[src/rtl/host_mailbox_pkg.sv]
package host_mailbox_pkg;
  localparam int ADDR_W = 16;
  localparam int DATA_W = 8;
  localparam int SEL_W  = 2;

  localparam int ST_OBF = 0;
  localparam int ST_IBF = 1;
  localparam int ST_CD  = 3;

  localparam logic [SEL_W-1:0] SEL_IN   = 2'd0;
  localparam logic [SEL_W-1:0] SEL_OUT  = 2'd1;
  localparam logic [SEL_W-1:0] SEL_STAT = 2'd2;

  typedef struct packed {
    logic ldIn;
    logic cdVal;
    logic setIbf;
    logic clrIbf;
    logic ldOut;
    logic setObf;
    logic clrObf;
    logic hostRdStat;
  } mbxStrobes_t;
endpackage

[src/rtl/host_mailbox_ctrl.sv]
module host_mailbox_ctrl
  import host_mailbox_pkg::*;
(
  input  logic [ADDR_W-1:0] baseAddr,
  input  logic              hostStb,
  input  logic              hostWr,
  input  logic [ADDR_W-1:0] hostAddr,
  input  logic [SEL_W-1:0]  locSel,
  input  logic              locRd,
  input  logic              locWr,
  output logic              hostHit,
  output logic              hostRdHit,
  output mbxStrobes_t       stb
);
  logic upperMatch;
  logic lowerMatch;
  logic hostWrHit;

  assign upperMatch = (hostAddr[ADDR_W-1:3] == baseAddr[ADDR_W-1:3]);
  assign lowerMatch = (hostAddr[1:0] == baseAddr[1:0]);
  assign hostHit    = hostStb && upperMatch && lowerMatch;
  assign hostWrHit  = hostHit && hostWr;
  assign hostRdHit  = hostHit && !hostWr;

  always_comb begin
    stb            = '0;
    stb.ldIn       = hostWrHit;
    stb.cdVal      = hostAddr[2];
    stb.setIbf     = hostWrHit;
    stb.clrIbf     = locRd && (locSel == SEL_IN);
    stb.ldOut      = locWr && (locSel == SEL_OUT);
    stb.setObf     = locWr && (locSel == SEL_OUT);
    stb.hostRdStat = hostAddr[2];
    stb.clrObf     = hostRdHit && !hostAddr[2];
  end
endmodule

[src/rtl/host_mailbox_dpath.sv]
module host_mailbox_dpath
  import host_mailbox_pkg::*;
(
  input  logic              clk,
  input  logic              rstN,
  input  mbxStrobes_t       stb,
  input  logic              hostRdHit,
  input  logic [DATA_W-1:0] hostWdata,
  input  logic [DATA_W-1:0] locWdata,
  input  logic [SEL_W-1:0]  locSel,
  output logic [DATA_W-1:0] hostRdata,
  output logic [DATA_W-1:0] locRdata,
  output logic [DATA_W-1:0] inReg,
  output logic [DATA_W-1:0] outReg,
  output logic [DATA_W-1:0] statByte
);
  logic ibf;
  logic obf;
  logic cmdFlag;

  always_ff @(posedge clk) begin
    if (!rstN) begin
      inReg   <= '0;
      outReg  <= '0;
      ibf     <= 1'b0;
      obf     <= 1'b0;
      cmdFlag <= 1'b0;
    end else begin
      if (stb.ldIn) begin
        inReg   <= hostWdata;
        cmdFlag <= stb.cdVal;
      end
      if (stb.ldOut) outReg <= locWdata;
      if (stb.setIbf)      ibf <= 1'b1;
      else if (stb.clrIbf) ibf <= 1'b0;
      if (stb.setObf)      obf <= 1'b1;
      else if (stb.clrObf) obf <= 1'b0;
    end
  end

  always_comb begin
    statByte         = '0;
    statByte[ST_OBF] = obf;
    statByte[ST_IBF] = ibf;
    statByte[ST_CD]  = cmdFlag;
  end

  always_comb begin
    if (!hostRdHit)          hostRdata = '0;
    else if (stb.hostRdStat) hostRdata = statByte;
    else                     hostRdata = outReg;
  end

  always_comb begin
    case (locSel)
      SEL_IN:   locRdata = inReg;
      SEL_OUT:  locRdata = outReg;
      SEL_STAT: locRdata = statByte;
      default:  locRdata = '0;
    endcase
  end
endmodule

[src/rtl/host_mailbox.sv]
module host_mailbox
  import host_mailbox_pkg::*;
(
  input  logic              clk,
  input  logic              rstN,
  input  logic [ADDR_W-1:0] baseAddr,
  input  logic              hostStb,
  input  logic              hostWr,
  input  logic [ADDR_W-1:0] hostAddr,
  input  logic [DATA_W-1:0] hostWdata,
  output logic [DATA_W-1:0] hostRdata,
  output logic              hostRdValid,
  input  logic [SEL_W-1:0]  locSel,
  input  logic              locRd,
  input  logic              locWr,
  input  logic [DATA_W-1:0] locWdata,
  output logic [DATA_W-1:0] locRdata
);
  mbxStrobes_t       stb;
  logic              hostHit;
  logic              hostRdHit;
  logic [DATA_W-1:0] inReg;
  logic [DATA_W-1:0] outReg;
  logic [DATA_W-1:0] statByte;

  host_mailbox_ctrl u_ctrl (
    .baseAddr (baseAddr),
    .hostStb  (hostStb),
    .hostWr   (hostWr),
    .hostAddr (hostAddr),
    .locSel   (locSel),
    .locRd    (locRd),
    .locWr    (locWr),
    .hostHit  (hostHit),
    .hostRdHit(hostRdHit),
    .stb      (stb)
  );

  host_mailbox_dpath u_dpath (
    .clk      (clk),
    .rstN     (rstN),
    .stb      (stb),
    .hostRdHit(hostRdHit),
    .hostWdata(hostWdata),
    .locWdata (locWdata),
    .locSel   (locSel),
    .hostRdata(hostRdata),
    .locRdata (locRdata),
    .inReg    (inReg),
    .outReg   (outReg),
    .statByte (statByte)
  );

  assign hostRdValid = hostRdHit;
endmodule

[config.mk]
export PLATFORM = sky130hd
export DESIGN_NAME = host_mailbox
export DESIGN_NICKNAME = d
export VERILOG_FILES = /design/src/rtl/host_mailbox_pkg.sv /design/src/rtl/host_mailbox_ctrl.sv /design/src/rtl/host_mailbox_dpath.sv /design/src/rtl/host_mailbox.sv
export SDC_FILE = /design/constraint.sdc
export NUM_CORES = 1
export LEC_CHECK = 0
export ABC_CLOCK_PERIOD_IN_PS = 2100
export BUFFER_PORTS_ARGS = -buffer_cell sky130_fd_sc_hd__buf_2
export CORE_ASPECT_RATIO = 1.75
export CORE_MARGIN = 1.5
export CORE_UTILIZATION = 43
export DETAILED_ROUTE_END_ITERATION = 7
export PLACE_DENSITY_LB_ADDON = 0.05
export SLEW_MARGIN = 40
export SYNTH_ARGS = -nofsm -noshare
export SYNTH_HDL_FRONTEND = slang
export SYNTH_HIERARCHICAL = 1
export SYNTH_SLANG_ARGS = --single-unit
[constraint.sdc]
create_clock -name clk -period 2.1 [get_ports clk]
set_input_delay 0.105 -clock clk [delete_from_list [all_inputs] [get_ports clk]]
set_output_delay 0.105 -clock clk [all_outputs]
set_load 0.02 [all_outputs]
==> results.py, run 1 <==
metrics = {
    "grt": {
        "grt_pass1_vias": 1126,
        "grtUsageTotal_pct": 19.11,
        "grt_antenna_before_repair": 0,
        "maximum_number_of_pins_on_one_net_before_global_route_repair": 20,
        "global_route_wire_length_before_repair_um": 4560,
        "globalRoute.totalOverflow": 0,
    },
    "critical_path": {
        "startpoint_type": "input pin",
        "critical_path.slowest_cell": "or4_4",
        "cp_common_cell": "buf_2",
        "critical_path.endpoint_type": "output pin",
        "criticalPathCategory": "in -> out",
        "critical_path.max_stage_delay_ps": 570,
        "cp_max_fo": 5,
        "cp_data_arrival_time_ps": 1710,
        "path_cells": "buf_2, xnor2_1, nand4_1, or4_4, nor2_1, nor2b_2, and2_1, buf_2",
        "timing.critical_path.required_ps": 2000,
    },
    "power_and_ir_drop": {
        "power.share.sequential_pct": 49.5,
        "comb_power_share_pct": 17.8,
        "static_leak_nw": 0.7125,
        "clockPowerShare_pct": 32.7,
        "p_sw_share_pct": 22.71,
        "cellInternalPower_w": 0.0005791,
        "power_density_nw_per_um2": 477.2,
        "peakVddDrop_mv": 0.3763,
        "power.net_switching_w": 0.0001702,
    },
    "routing": {
        "detail_route.vias_per_cell": 4.885,
        "total_number_of_vias": 1065,
        "wl_per_cell_um": 12.61,
        "firstDrtPassIters": 4,
        "drt-initial-drc-count": 7,
        "final_wl_um": 2748,
        "postRouteAntennaNets": 0,
        "drt_drc_violations_left": 0,
    },
    "timing": {
        "timing.final.crit_period_ps": 1820,
        "fmax_achieved_mhz": 549.5,
        "slew_violations": 0,
        "finalClockSkew_ps": 0,
        "fin_crit_sh_pct": 86.66,
        "setup_violations": 0,
        "max-slew-margin-rel_pct": 81.54,
        "setup_tns_ps": 0,
        "tightest_slew_ps": 276.9,
        "unrepaired_setup_endpoints_after_global_routing": "no",
        "finalHoldViolCount": 0,
    },
    "yosys": {
        "synth.avg_cell_area_sq_um": 9.786,
        "postSynthNetCount": 179,
        "synthCells": 123,
        "synthesis.area_sq_um": 1204,
        "yosysWarnings": 6,
    },
    "clock_network": {
        "clock_buffer_depth": 2,
        "cts_resized": 0,
        "ctsRootBufferMaster": "clkbuf_8",
        "cts-hold-fix-buffers": 0,
        "htreeDepth": 1,
        "cts_setup_buffers": 0,
        "cts.sink_count": 19,
        "tritoncts_buffers": 3,
        "clk_latency_ps": 240,
        "cts.reportedPaths.clkPinSlew_ps": 70,
        "tritoncts": "built",
    },
    "place": {
        "detailedPlacementHpwl_um": 2274,
        "place.port_buffers": 71,
        "placed_instance_area_sq_um": 1525,
        "place_congestion": 0.7673,
    },
    "cells_and_area": {
        "ff_latch_area_sq_um": 380.4,
        "area.growth.synth_to_final_pct": 30.46,
        "stdcell_area_sq_um": 1570,
        "antennaDiodeCount": 0,
        "nFillCells": 267,
        "design.final.nets": 248,
        "multi_input_area_sq_um": 729.5,
        "post_route_cells_drive_above_1_share_pct": 42.41,
    },
    "die": {
        "core_area_sq_um": 2690,
        "floorplan.die_area_sq_um": 3138,
        "dieWidth_um": 43.00,
        "fp-row-count": 25,
        "floorplan.initialDensity_pct": 44.74,
        "top_level_ports": 73,
        "fp.dieH_um": 72.99,
    },
    "min_path": {
        "hp-class": "in -> reg",
    },
    "outcome": {
        "outcome": "finished, final reports clean",
    },
    "flow_run": {
        "number_of_violations_of_the_max_capacitance_limit": 0,
    },
}
[area by class of cell]
| class | count | share of cell area [%] |
|---|---|---|
| Multi-Input combinational cell | 93 | 46.45 |
| Inverter | 1 | 0.2390 |
| Tap cell | 27 | 2.151 |
| Timing Repair Buffer | 74 | 24.06 |
| Sequential cell | 19 | 24.22 |
| Clock buffer | 4 | 2.869 |
[state kept, by name, summed over array words and instances, names as in the netlist]
| register | flops |
|---|---|
| u_dpath/obf | 1 |
| u_dpath/inReg | 8 |
| u_dpath/outReg | 8 |
| u_dpath/ibf | 1 |
| u_dpath/cmdFlag | 1 |
[layout by cell type, fill, tap and decap left out, drive strengths merged]
cell type,instances
o21a,2
inv,1
clkbuf,4
buf,74
nor3,1
o2bb2ai,3
and2,6
nand4,4
dfxtp,19
nor2,7
nor2b,24
xnor2,15
nor3b,1
mux2i,28
nand2,1
or4,1
[power groups by stage]
| stage | Combinational (W) | Clock (W) | Sequential, W |
|---|---|---|---|
| 2_1_floorplan | 0.0000765 | 0 | 0.000378 |
| 3_3_place_gp | 0.000130 | 0 | 0.000379 |
| 3_5_place_dp | 0.000135 | 0 | 0.000379 |
| 4_1_cts | 0.000136 | 0.000255 | 0.000371 |
| 5_1_grt | 0.000147 | 0.000266 | 0.000372 |
| 6_report | 0.000134 | 0.000245 | 0.000371 |
[path summary, 6_finish.rpt]
check,from,endpoint,slack [ps],cells past startpoint
worst max-delay path,baseAddr[12],hostRdata[5],280,8
worst min-delay path,locWdata[5],u_dpath/outReg[5],110,3
worst max register to register,u_dpath/ibf,u_dpath/ibf,1380,2
worst min register to register,u_dpath/inReg[7],u_dpath/inReg[7],530,2
[through the flow]
step	util [%]	hold slack, ps	std cells	setup WS, ps	total power, W
3_3_place_gp	56.70	364.6	214	289.6	0.0005085
5_1_grt	58.37	111.1	218	86.84	0.0007849
3_5_place_dp	56.70	371.3	214	259.0	0.0005146
2_1_floorplan	-	233.2	123	228.7	0.0004542
4_1_cts	58.37	109.7	218	249.0	0.0007616
6_report	58.37	109.3	218	280.1	0.0007493
[worst max-delay path, delay by kind of cell]
kind          cells  cell delay (ps)
xor+xnor          1              140
buf+inv           2              260
simple gates      5             1210
[metal layers]
metal,GRT usage (%),vias up,part of all wire (%)
met1,18.49,470,36
met5,0,-,0
met3,2.970,2,6.5
li1,-,545,-
met2,38.55,48,57
met4,7.071,0,0.84
Power figures use the tool's default switching activity.
==> inputs of run 2 (changes only) <==
--- a/config.mk
+++ b/config.mk
@@ -9,7 +9,8 @@
 export BUFFER_PORTS_ARGS = -buffer_cell sky130_fd_sc_hd__buf_2
 export CORE_ASPECT_RATIO = 1.75
 export CORE_MARGIN = 1.5
-export CORE_UTILIZATION = 43
+export CORE_UTILIZATION = 45
+export CTS_BUF_LIST = sky130_fd_sc_hd__clkbuf_8
 export DETAILED_ROUTE_END_ITERATION = 7
 export PLACE_DENSITY_LB_ADDON = 0.05
 export SLEW_MARGIN = 40
==> run 2 against run 1 <==
Worst setup slack lost 17 ps. Via count shrank 1.1%. Design area is the same. Die area shrank 4.2%. Count of clock-buffer cells in the layout shrank 1. Largest cell class unchanged. Largest power group unchanged.
==> results.py, run 2 (synthesis results as in run 1) <==
metrics = {
    "die": {
        "floorplan.initialDensity_pct": 47.72,
        "floorplan.die_area_sq_um": 3006,
        "top_level_ports": 73,
        "dieWidth_um": 42.10,
        "core_area_sq_um": 2522,
        "fp-row-count": 24,
        "fp.dieH_um": 71.42,
    },
    "cells_and_area": {
        "layout_commonest_cell": "buf_2",
        "design.final.nets": 248,
        "layout.cells.most_common_list": "buf_2, mux2i_1, nor2b_1",
        "post_route_cells_drive_above_1_share_pct": 42.93,
        "antennaDiodeCount": 0,
        "nFillCells": 253,
        "area.growth.synth_to_final_pct": 30.46,
        "reg.largest.list": "u_dpath/inReg: 8 flops, u_dpath/outReg: 8 flops",
        "multi_input_area_sq_um": 729.5,
        "stdcell_area_sq_um": 1570,
        "ff_latch_area_sq_um": 380.4,
    },
    "timing": {
        "slew_violations": 0,
        "max-slew-margin-rel_pct": 81.98,
        "fmax_achieved_mhz": 544.4,
        "setup_violations": 0,
        "timing.final.crit_period_ps": 1837,
        "finalHoldViolCount": 0,
        "tightest_slew_ps": 270.4,
        "setup_tns_ps": 0,
        "unrepaired_setup_endpoints_after_global_routing": "no",
        "fin_crit_sh_pct": 87.47,
        "finalClockSkew_ps": 0,
    },
    "clock_network": {
        "htreeDepth": 1,
        "cts.reportedPaths.clkPinSlew_ps": 70,
        "clk_latency_ps": 250,
        "tritoncts": "built",
        "cts_setup_buffers": 0,
        "cts_resized": 0,
        "tritoncts_buffers": 3,
        "cts.sink_count": 19,
        "cts-hold-fix-buffers": 0,
        "clock_buffer_depth": 2,
        "ctsRootBufferMaster": "clkbuf_8",
    },
    "place": {
        "place_congestion": 0.8341,
        "detailedPlacementHpwl_um": 2220,
        "placed_instance_area_sq_um": 1524,
        "place.port_buffers": 71,
    },
    "routing": {
        "detail_route.vias_per_cell": 4.853,
        "drt_drc_violations_left": 0,
        "firstDrtPassIters": 4,
        "postRouteAntennaNets": 0,
        "total_number_of_vias": 1053,
        "wl_per_cell_um": 11.83,
        "drt-initial-drc-count": 14,
        "final_wl_um": 2568,
    },
    "min_path": {
        "hp-class": "in -> reg",
    },
    "power_and_ir_drop": {
        "peakVddDrop_mv": 0.4517,
        "power_density_nw_per_um2": 476.1,
        "static_leak_nw": 0.7152,
    },
    "critical_path": {
        "path_cells": "buf_2, xnor2_1, nand4_1, or4_4, nor2_1, nor2b_2, and2_1, buf_2",
        "critical_path.max_stage_delay_ps": 560,
        "startpoint_type": "input pin",
        "criticalPathCategory": "in -> out",
        "critical_path.slowest_cell": "or4_4",
        "cp_data_arrival_time_ps": 1730,
        "cp_common_cell": "buf_2",
        "cp_max_fo": 5,
        "critical_path.endpoint_type": "output pin",
        "timing.critical_path.required_ps": 2000,
    },
    "flow_run": {
        "number_of_violations_of_the_max_capacitance_limit": 0,
    },
    "grt": {
        "grt_antenna_before_repair": 0,
        "global_route_wire_length_before_repair_um": 4319,
        "maximum_number_of_pins_on_one_net_before_global_route_repair": 20,
        "grtUsageTotal_pct": 18.25,
        "grt_pass1_vias": 1078,
        "globalRoute.totalOverflow": 0,
    },
    "outcome": {
        "outcome": "finished, final reports clean",
    },
}
-- run 2: cell types whose count changed in the layout (fill, tap and decap cells not counted) --
cell | previous run | this run
clkinv_2 | 0 | 1
clkbuf_1 | 1 | 0
-- run 2: per-stage QoR --
| step | instances | setup WS [ps] | util [%] | hold WS [ps] | power, W |
|---|---|---|---|---|---|
| CTS | 217 | 241.1 | 62.25 | 105.8 | 0.0007594 |
| finish | 217 | 263.1 | 62.25 | 109.6 | 0.0007476 |
| global placement | 213 | 318.1 | 60.42 | 366.4 | 0.0005082 |
| floorplan | 123 | 228.7 | - | 233.2 | 0.0004542 |
| global route | 217 | 104.6 | 62.25 | 102.5 | 0.0007892 |
| detailed placement | 213 | 249.8 | 60.42 | 369.2 | 0.0005137 |
-- run 2: worst max-delay path, delay by kind of cell --
kind | cells | cell delay, ps
AND/OR/NAND/NOR | 5 | 1210
XOR/XNOR | 1 | 160
buffers and inverters | 2 | 260
-- run 2: final cells by class --
class,count,share of cell area (%)
multi-input combinational,93,46.45
sequential,19,24.22
timing repair buffer,74,24.06
clock buffer,3,2.629
tap,26,2.072
clock inverter,1,0.3187
inverter,1,0.2390
-- run 2: power breakdown --
group / switching, W / leakage [nW] / internal, W
clock: 0.000112 / 0.0255 / 0.000132
sequential: 0.00000545 / 0.154 / 0.000367
combinational: 0.0000537 / 0.536 / 0.0000781
-- run 2: final timing paths --
check	startpoint	slack, ps	depth (start not counted)	end
setup reg to reg	u_dpath/ibf	1380	2	u_dpath/ibf
hold / removal	hostWdata[0]	110	3	u_dpath/inReg[0]
setup / recovery	baseAddr[0]	260	8	hostRdata[6]
hold reg to reg	u_dpath/inReg[5]	530	2	u_dpath/inReg[5]
-- run 2: metal layers --
metal	part of all wire [%]	wire length [um]	up-vias	GRT usage, %
met2	56	1447	53	37.33
met3	7.6	196	2	2.519
li1	-	-	544	-
met1	35	904	454	18.27
met4	0.74	19	0	5.208
met5	0	0	-	0
==> inputs of run 3 (changes only) <==
--- a/config.mk
+++ b/config.mk
@@ -7,9 +7,11 @@
 export LEC_CHECK = 0
 export ABC_CLOCK_PERIOD_IN_PS = 2100
 export BUFFER_PORTS_ARGS = -buffer_cell sky130_fd_sc_hd__buf_2
+export CELL_PAD_IN_SITES_DETAIL_PLACEMENT = 0
+export CELL_PAD_IN_SITES_GLOBAL_PLACEMENT = 2
 export CORE_ASPECT_RATIO = 1.75
 export CORE_MARGIN = 1.5
-export CORE_UTILIZATION = 45
+export CORE_UTILIZATION = 25
 export CTS_BUF_LIST = sky130_fd_sc_hd__clkbuf_8
 export DETAILED_ROUTE_END_ITERATION = 7
 export PLACE_DENSITY_LB_ADDON = 0.05
==> run 3 against run 2 <==
Design area rose by 2.5%. Critical path depth did not move. Clock power rose by 6%. Global-route usage fell by 6.6 points. First-iteration DRC count fell by 29%. Flip-flop and latch count did not move. Register-to-register slack barely moved. Sequential power barely moved. Non-clock buffer count rose by 1.
==> results.py, run 3 (synthesis results as in run 1) <==
metrics = {
    "outcome": {
        "outcome": "finished, final reports clean",
    },
    "timing": {
        "setup_tns_ps": 0,
        "finalClockSkew_ps": 0,
        "max-slew-margin-rel_pct": 80.89,
        "setup_violations": 0,
        "fin_crit_sh_pct": 88.27,
        "fmax_achieved_mhz": 539.5,
        "unrepaired_setup_endpoints_after_global_routing": "no",
        "slew_violations": 0,
        "fin_worst_hold_slack_ps": 106.4,
        "tightest_slew_ps": 286.7,
        "setup_ws_ps": 246.3,
        "finalHoldViolCount": 0,
        "timing.final.crit_period_ps": 1854,
    },
    "clock_network": {
        "htreeDepth": 1,
        "cts_resized": 0,
        "ctsRootBufferMaster": "clkbuf_8",
        "tritoncts_buffers": 3,
        "cts.sink_count": 19,
        "clock_buffer_depth": 2,
        "clk_latency_ps": 250,
        "cts_setup_buffers": 0,
        "cts-hold-fix-buffers": 0,
        "tritoncts": "built",
        "cts.reportedPaths.clkPinSlew_ps": 70,
    },
    "place": {
        "detailedPlacementHpwl_um": 2534,
        "dp.cells": 240,
        "place_ws_ps": 216.9,
        "place_congestion": 0.6919,
        "place.port_buffers": 71,
    },
    "critical_path": {
        "critical_path.endpoint_type": "output pin",
        "reg2reg_slack_ps": 1390,
        "criticalPathCategory": "in -> out",
        "cp_max_fo": 5,
        "startpoint_type": "input pin",
        "cp_data_arrival_time_ps": 1750,
        "timing.critical_path.required_ps": 2000,
    },
    "routing": {
        "postRouteAntennaNets": 0,
        "final_wl_um": 3060,
        "detail_route.vias_per_cell": 4.238,
        "wl_per_cell_um": 12.54,
        "total_number_of_vias": 1034,
        "drt_drc_violations_left": 0,
        "firstDrtPassIters": 4,
        "drt-initial-drc-count": 10,
    },
    "cells_and_area": {
        "multi_input_area_sq_um": 729.5,
        "design.final.nets": 249,
        "post-route-util_pct": 34.51,
        "nFillCells": 502,
        "layout_commonest_cell": "buf_2",
        "area.growth.synth_to_final_pct": 33.78,
        "layout.cells.most_common_list": "buf_2, mux2i_1, nor2b_1",
        "reg.largest.list": "u_dpath/inReg: 8 flops, u_dpath/outReg: 8 flops",
        "ff_latch_area_sq_um": 380.4,
        "post_route_cells_drive_above_1_share_pct": 43.23,
        "antennaDiodeCount": 0,
        "post_route_non_filler_standard_cell_count": 244,
    },
    "die": {
        "floorplan.die_area_sq_um": 5256,
        "dieWidth_um": 55.45,
        "fp-row-count": 33,
        "fp.dieH_um": 94.79,
        "core_area_sq_um": 4666,
        "floorplan.initialDensity_pct": 25.80,
        "top_level_ports": 73,
    },
    "power_and_ir_drop": {
        "static_leak_nw": 0.7207,
        "clockPowerShare_pct": 33.8,
        "power.share.sequential_pct": 48.6,
        "cellInternalPower_w": 0.0005762,
        "power_density_nw_per_um2": 473.5,
        "p_sw_share_pct": 24.44,
        "peakVddDrop_mv": 0.2103,
        "power.net_switching_w": 0.0001863,
        "comb_power_share_pct": 17.5,
    },
    "flow_run": {
        "number_of_violations_of_the_max_capacitance_limit": 0,
    },
    "grt": {
        "globalRoute.totalOverflow": 0,
        "grtUsageTotal_pct": 11.64,
        "maximum_number_of_pins_on_one_net_before_global_route_repair": 20,
        "grt_pass1_vias": 1014,
        "global_route_wire_length_before_repair_um": 4678,
        "grt_antenna_before_repair": 0,
    },
    "min_path": {
        "hp-class": "in -> reg",
    },
}
[run 3: power groups by stage]
stage | registers [W] | logic [W] | clock network (W)
4_1_cts | 0.000371 | 0.000137 | 0.000268
5_1_grt | 0.000372 | 0.000147 | 0.000289
3_3_place_gp | 0.000379 | 0.000133 | 0
2_1_floorplan | 0.000378 | 0.0000765 | 0
3_5_place_dp | 0.000380 | 0.000137 | 0
6_report | 0.000371 | 0.000134 | 0.000258
[run 3: final timing paths]
path	from	to	cells past startpoint
max	baseAddr[12]	hostRdata[4]	8
min	hostWdata[3]	u_dpath/inReg[3]	3
max reg2reg	u_dpath/obf	u_dpath/obf	2
min reg2reg	u_dpath/inReg[7]	u_dpath/inReg[7]	2
[run 3: final cells by class]
type	count	share of cell area, %
Inverter	1	0.2331
Tap cell	52	4.040
Sequential cell	19	23.62
Clock inverter	1	0.3108
Multi-Input combinational cell	93	45.30
Timing Repair Buffer	75	23.93
Clock buffer	3	2.564
[run 3: stage by stage]
stage                      power, W  instance area, sq um
after floorplan           0.0004542                  1204
after global placement    0.0005119                  1564
after detailed placement  0.0005163                  1564
after CTS                 0.0007757                  1610
after global routing      0.0008084                  1610
final                     0.0007625                  1610
[run 3: worst max-delay path: stages]
cell and delay (ps):
buf_2 100, xnor2_1 140, nand4_1 130, or4_4 570, nor2_1 140, nor2b_2 240, and2_1 160, buf_2 160
[run 3: routing by layer]
| metal | wire length [um] | global-route usage [%] | share of wire [%] |
|---|---|---|---|
| met2 | 1686 | 22.32 | 55 |
| met5 | 0 | 0 | 0 |
| met3 | 200 | 1.781 | 6.5 |
| met1 | 1128 | 12.39 | 37 |
| met4 | 44 | 4.878 | 1.4 |
